==> src/rtl/fbr_pkg.sv <==
package fbr_pkg;
    localparam int N_SRC      = 5;
    localparam int SRC_LOCKUP = 0;
    localparam int SRC_SRAM   = 1;
    localparam int SRC_VMON   = 2;
    localparam int SRC_ECC    = 3;
    localparam int SRC_BKP    = 4;

    localparam int N_FLG      = 2;
    localparam int FLG_BKP    = 0;
    localparam int FLG_MAIN   = 1;
    localparam int FLG_LSB    = 7;

    localparam int PWR_EN_BIT = 0;
    localparam int THR_LSB    = 1;
endpackage

==> src/rtl/fbr_route_ctl.sv <==
module fbr_route_ctl #(
    parameter int N = 5
) (
    input  logic         clk,
    input  logic         rst_n,
    input  logic         set_we,
    input  logic [N-1:0] set_bits,
    input  logic [N-1:0] fault_i,
    output logic [N-1:0] route_o,
    output logic         brk_o
);
    typedef struct packed {
        logic [N-1:0] en;
    } st_t;

    st_t st_d, st_q;
    logic [N-1:0] gated;

    always_comb begin
        st_d = st_q;
        if (set_we) begin
            st_d.en = st_q.en | set_bits;
        end
    end

    always_ff @(posedge clk or negedge rst_n) begin
        if (!rst_n) st_q <= '0;
        else        st_q <= st_d;
    end

    for (genvar g = 0; g < N; g++) begin : g_gate
        assign gated[g] = st_q.en[g] & fault_i[g];
    end

    assign route_o = st_q.en;
    assign brk_o   = |gated;

    // a route bit, once set, never falls before reset
    a_r2_route_sticky: assert property (@(posedge clk) disable iff (!rst_n)
        1'b1 |=> ((route_o & $past(route_o)) == $past(route_o)));
endmodule

==> src/rtl/fbr_par_flags.sv <==
module fbr_par_flags #(
    parameter int NF = 2
) (
    input  logic          clk,
    input  logic          rst_n,
    input  logic [NF-1:0] set_i,
    input  logic          clr_we,
    input  logic [NF-1:0] clr_bits,
    output logic [NF-1:0] flag_o
);
    typedef struct packed {
        logic [NF-1:0] flg;
    } st_t;

    st_t st_d, st_q;
    logic [NF-1:0] clr_eff;

    assign clr_eff = clr_we ? clr_bits : '0;

    always_comb begin
        st_d = st_q;
        for (int i = 0; i < NF; i++) begin
            if (set_i[i])        st_d.flg[i] = 1'b1;
            else if (clr_eff[i]) st_d.flg[i] = 1'b0;
        end
    end

    always_ff @(posedge clk or negedge rst_n) begin
        if (!rst_n) st_q <= '0;
        else        st_q <= st_d;
    end

    assign flag_o = st_q.flg;

    // a hardware set is always visible one cycle later
    a_r5_flag_set: assert property (@(posedge clk) disable iff (!rst_n)
        1'b1 |=> ((flag_o & $past(set_i)) == $past(set_i)));
    // without a set or a clear the flags hold
    a_r6_flag_hold: assert property (@(posedge clk) disable iff (!rst_n)
        ((set_i | clr_eff) == '0) |=> $stable(flag_o));
endmodule

==> src/rtl/fbr_pwr_ctl.sv <==
module fbr_pwr_ctl #(
    parameter int THR_W = 3
) (
    input  logic             clk,
    input  logic             rst_n,
    input  logic             we,
    input  logic             en_wd,
    input  logic [THR_W-1:0] thr_wd,
    input  logic             lock_i,
    output logic             en_o,
    output logic [THR_W-1:0] thr_o
);
    typedef struct packed {
        logic             en;
        logic [THR_W-1:0] thr;
    } st_t;

    st_t st_d, st_q;

    always_comb begin
        st_d = st_q;
        if (we && !lock_i) begin
            st_d.en  = en_wd;
            st_d.thr = thr_wd;
        end
    end

    always_ff @(posedge clk or negedge rst_n) begin
        if (!rst_n) st_q <= '0;
        else        st_q <= st_d;
    end

    assign en_o  = st_q.en;
    assign thr_o = st_q.thr;

    // locked fields cannot move
    a_r9_frozen: assert property (@(posedge clk) disable iff (!rst_n)
        lock_i |=> ($stable(en_o) && $stable(thr_o)));
endmodule

==> src/rtl/fault_brk_route.sv <==
module fault_brk_route
    import fbr_pkg::*;
#(
    parameter int DATA_W  = 32,
    parameter int ADDR_W  = 4,
    parameter int CFG_OFS = 0,
    parameter int PWR_OFS = 4,
    parameter int THR_W   = 3
) (
    input  logic              clk,
    input  logic              rst_n,
    input  logic              bus_we,
    input  logic [ADDR_W-1:0] bus_addr,
    input  logic [DATA_W-1:0] bus_wdata,
    output logic [DATA_W-1:0] bus_rdata,
    input  logic              cpu_lockup_i,
    input  logic              sram_par_err_i,
    input  logic              vmon_evt_i,
    input  logic              ecc_dbl_err_i,
    input  logic              bkp_par_err_i,
    output logic              brk_o,
    output logic              vmon_en_o,
    output logic [THR_W-1:0]  vmon_thr_o
);
    localparam int FLG_MSB = FLG_LSB + N_FLG - 1;
    localparam int THR_MSB = THR_LSB + THR_W - 1;

    logic             cfg_sel, pwr_sel;
    logic [N_SRC-1:0] fault_vec, route;
    logic [N_FLG-1:0] flag_set, flags;
    logic             unused_wdata;

    assign cfg_sel = (bus_addr == ADDR_W'(CFG_OFS));
    assign pwr_sel = (bus_addr == ADDR_W'(PWR_OFS));

    always_comb begin
        fault_vec             = '0;
        fault_vec[SRC_LOCKUP] = cpu_lockup_i;
        fault_vec[SRC_SRAM]   = sram_par_err_i;
        fault_vec[SRC_VMON]   = vmon_evt_i;
        fault_vec[SRC_ECC]    = ecc_dbl_err_i;
        fault_vec[SRC_BKP]    = bkp_par_err_i;
        flag_set              = '0;
        flag_set[FLG_BKP]     = bkp_par_err_i;
        flag_set[FLG_MAIN]    = sram_par_err_i;
    end

    fbr_route_ctl #(.N(N_SRC)) i_route (
        .clk      (clk),
        .rst_n    (rst_n),
        .set_we   (bus_we && cfg_sel),
        .set_bits (bus_wdata[N_SRC-1:0]),
        .fault_i  (fault_vec),
        .route_o  (route),
        .brk_o    (brk_o)
    );

    fbr_par_flags #(.NF(N_FLG)) i_flags (
        .clk      (clk),
        .rst_n    (rst_n),
        .set_i    (flag_set),
        .clr_we   (bus_we && cfg_sel),
        .clr_bits (bus_wdata[FLG_MSB:FLG_LSB]),
        .flag_o   (flags)
    );

    fbr_pwr_ctl #(.THR_W(THR_W)) i_pwr (
        .clk    (clk),
        .rst_n  (rst_n),
        .we     (bus_we && pwr_sel),
        .en_wd  (bus_wdata[PWR_EN_BIT]),
        .thr_wd (bus_wdata[THR_MSB:THR_LSB]),
        .lock_i (route[SRC_VMON]),
        .en_o   (vmon_en_o),
        .thr_o  (vmon_thr_o)
    );

    assign unused_wdata = ^{bus_wdata};

    always_comb begin
        bus_rdata = '0;
        if (cfg_sel) begin
            bus_rdata[N_SRC-1:0]       = route;
            bus_rdata[FLG_MSB:FLG_LSB] = flags;
        end else if (pwr_sel) begin
            bus_rdata[PWR_EN_BIT]      = vmon_en_o;
            bus_rdata[THR_MSB:THR_LSB] = vmon_thr_o;
        end
    end

    // no fault input active means no break
    a_r4_idle_no_brk: assert property (@(posedge clk) disable iff (!rst_n)
        (fault_vec == '0) |-> !brk_o);
    // unmapped offsets read as zero
    a_r10_unmapped_zero: assert property (@(posedge clk) disable iff (!rst_n)
        (!cfg_sel && !pwr_sel) |-> (bus_rdata == '0));
endmodule

==> config.mk <==
export PLATFORM = sky130hd
export DESIGN_NAME = fault_brk_route
export DESIGN_NICKNAME = d
export VERILOG_FILES = /design/src/rtl/fbr_pkg.sv /design/src/rtl/fbr_route_ctl.sv /design/src/rtl/fbr_par_flags.sv /design/src/rtl/fbr_pwr_ctl.sv /design/src/rtl/fault_brk_route.sv
export SDC_FILE = /design/constraint.sdc
export NUM_CORES = 1
export LEC_CHECK = 0
export ABC_AREA = 1
export ABC_CLOCK_PERIOD_IN_PS = 1000
export CORE_AREA = 2 2 56 58
export DETAILED_ROUTE_END_ITERATION = 10
export DIE_AREA = 0 0 58 60
export GPL_TIMING_DRIVEN = 0
export MAX_ROUTING_LAYER = met4
export PLACE_DENSITY = 0.77
export SLEW_MARGIN = 20
export SYNTH_ARGS = -nofsm -noshare
export SYNTH_HDL_FRONTEND = slang
export SYNTH_SLANG_ARGS = --single-unit
export TNS_END_PERCENT = 20
==> constraint.sdc <==
create_clock -name clk -period 1 [get_ports clk]
set_input_delay 0.2 -clock clk [delete_from_list [all_inputs] [get_ports clk]]
set_output_delay 0.2 -clock clk [all_outputs]
set_load 0.03 [all_outputs]
==> results.md <==
* Cell area after synthesis at 778 um2
* Worst path top cell family by delay: flip-flops
* Clk slew on worst S/H paths at 0.07 ns
* FF-to-FF End: i_pwr.en_o
* GRT Overall Usage at 0.126
* Htree depth at 1
* Clock power frac at 0.273
* Synthesized instance count at 103
* Horiz. Die Dim at 58 um
* Reg2reg start: i_route.route_o[2]
* Worst setup path endpoint: brk_o
* Flop pwr share at 0.392
* Leak pwr at 0.765 nW
* Num Clock Sinks at 11
* FILL cells at 295
* Core footprint at 2900 um2
* Worst R2R Path Depth at 5
* Die ar. at 3480 um2
* Starting Density at 0.268
* Hold Buf Count CTS at 0
* Final setup viols at 16
* Most numerous cell in the Yosys netlist: nand2_1
* Critical path peak fanout at 2
* Initial antenna violation count at 0
* EDFF count, synth at 0
* Bufs and invs on worst path at 2
* Largest net degree at the start of global routing at 12
* Max-cap check violation count at 0
* Crit path launch type: flip-flop
* Vias in the first global route at 719
* Most used cell, CP: o21ai_1
* Psw at 0.000384 W
* Req. time, crit path at 0.80 ns
* Min Tclk post-route at 1.31 ns
* CTS tree: yes
* Combinational power share at 0.335
* CP Depth at 5
* FF-to-FF setup slack at -0.01 ns
* Routed via count at 762
* Final HPWL DP at 1.48 mm
* Failing checks: negative setup slack
* Ports at 81
* Yosys reg bits at 11
* Top_reg_cell synth: dfrtp_1
* # diodes at 0
* Power density cells at 866 nW/um2
* CP Class: reg -> out
* Asr flop ratio synth at 1.00
* Sw Ratio at 0.336
* Fin nets at 213
* # rows at 20
* Register Area at 275 um2
* Worst Setup SP: i_route.route_o[1]
* Status: complete, but fails checks
* Input/output buffers at 30
* RSZ-0062 raised after global routing: true
* Vias per inst at 3.79
* Count of pins over their slew limit at 0
* Post-synth top cells: nand2_1 (31), buf_4 (25), dfrtp_1 (11), inv_1 (11), o21ai_0 (6)
* Design Area, Final at 1320 um2
* Height of the die at 60 um
* Num CTS Buffers at 3
* Clock Root Buffer: clkbuf_4
* Clk Latency, worst-skew pair at 0.27 ns
* Peak supply drop at 0.000349 V
* Routed WL at 1.89 mm
* Post-synth top area cell: dfrtp_1
* Worst path cell trace: inv_2, o21ai_1, nor2_1, o21ai_1, buf_4
* Top area cells in the synthesized netlist: dfrtp_1 (35%), buf_4 (24%), nand2_1 (15%), inv_1 (5.3%), o21ai_0 (3.9%)
* Clk_skew at 0.00160 ns
* DRC violations left at 0
* Sequential-to-total area share from yosys stat at 0.354
* Setup crit end kind: output pin
* CP max stage delay at 0.38 ns
* Proportion of netlist area held by the largest area contributor at 0.354
* Final Hold Viols at 0
* Area occupied by multi-input gates at 404 um2
* CP max-delay cell: dfrtp_1
* Pint at 0.000761 W
* Hold Slack at 0.229 ns
* Period utilisation layout at 1.31
* GP Congestion at 0.783
* ANT nets after route at 0
* Worst Path Arrival at 1.11 ns
* Synth cell types at 15
* Maximum buffer depth of the clock tree at 2
* Final worst slack at -0.310 ns
* Drt initial violations at 5
* FMAX at 763 MHz
* First drt pass iteration count at 4
* Wire length per cell at 9.40 um
* Placed cell area at 1210 um2
* Yosys warns at 0
* Share of cells above drive strength 1 at 0.405
* Worst Hold Class: in -> reg
* Worst-margin pin slew at 0.505 ns
* Synth-to-Final Area Change at 70.1%
* Gr ovfl total at 0
* Post-synthesis area per instance at 7.56 um2
* First-pass GRT wire length at 3.07 mm
* Slew headroom at 0.662
## tightest hold or removal path, delay by kind of cell
kind,cells,cell delay [ns]
buffers and inverters,1,0.07
and+or+nand+nor,4,0.20
## final cells by class
| type | count | area share |
|---|---|---|
| multi-input cells | 79 | 0.305 |
| repair buffers | 37 | 0.260 |
| flip-flops and latches | 11 | 0.208 |
| plain buffers | 25 | 0.142 |
| inverters | 12 | 0.0340 |
| well taps | 33 | 0.0312 |
| clock buffers | 4 | 0.0198 |
## registers in the layout (all words and copies together), names as in the netlist
name and flops:
i_route.route_o 5, i_pwr.thr_o 3, i_pwr.en_o 1, i_flags.flag_o 2
## cell usage in the layout (no fill, tap or decap)
master and count:
clkdlybuf4s50_1 13, nand2_4 3, inv_2 5, dfrtp_1 11
nand2_2 1, nor2_4 4, buf_2 2, inv_1 7
nand3_1 4, nand2_1 29, buf_4 36, clkbuf_1 1
nor2_8 1, buf_6 6, nand4_1 2, clkdlybuf4s15_2 4
o21ai_4 1, o21ai_2 2, dlygate4sd2_1 1, o21ai_1 3
conb_1 25, nor2_1 4, clkbuf_4 3
## cells by family after synthesis
logic type | synth area share
AOI/OAI and AO/OA | 0.0386
DFF | 0.354
and+or+nand+nor | 0.304
buffers and inverters | 0.299
other | 0.00482
## metrics by stage
| step | setup slack, ns | TNS [ns] | utilization | total power (W) | cells |
|---|---|---|---|---|---|
| after floorplan | -0.140 | -0.873 | - | 0.000714 | 127 |
| after global placement | -1.12 | -12.52 | 0.417 | 0.000825 | 190 |
| after detailed placement | -1.13 | -12.78 | 0.417 | 0.000826 | 190 |
| after CTS | -0.314 | -2.44 | 0.443 | 0.00113 | 198 |
| after global routing | -0.424 | -3.21 | 0.456 | 0.00121 | 201 |
| final | -0.310 | -2.20 | 0.456 | 0.00115 | 201 |
## power by group through the flow
stage	registers (W)	logic, W	clock network [W]
floorplan	0.000461	0.000254	0
global placement	0.000457	0.000367	0
finish	0.000449	0.000384	0.000313
detailed placement	0.000458	0.000369	0
global route	0.000449	0.000407	0.000357
CTS	0.000449	0.000374	0.000312
## what timing repair did
action,4_1_cts,5_1_grt
setup endpoints to repair,21,16
gates resized for setup,87,11
setup buffers,4,3
pin swaps,6,10
## metal layers
metal | wire (um) | vias to the layer above | global-route usage
met4 | 57 | 0 | 0.0797
li1 | - | 394 | -
met1 | 720 | 327 | 0.124
met3 | 184 | 5 | 0.0411
met5 | 0 | - | -
met2 | 928 | 36 | 0.216
## how the worst min path moves through the flow
stage                             from            endpoint  slack, ns  cells after the start
floorplan                        rst_n   i_flags.flag_o[0]       -0.1                      0
global placement    i_route.route_o[1]  i_route.route_o[1]       0.44                      2
detailed placement   i_flags.flag_o[1]   i_flags.flag_o[1]       0.47                      2
CTS                        bus_addr[1]   i_flags.flag_o[1]       0.24                      5
global route               bus_addr[1]   i_flags.flag_o[1]       0.25                      5
finish                     bus_addr[1]   i_flags.flag_o[1]       0.23                      5
Power figures use the tool's default switching activity.
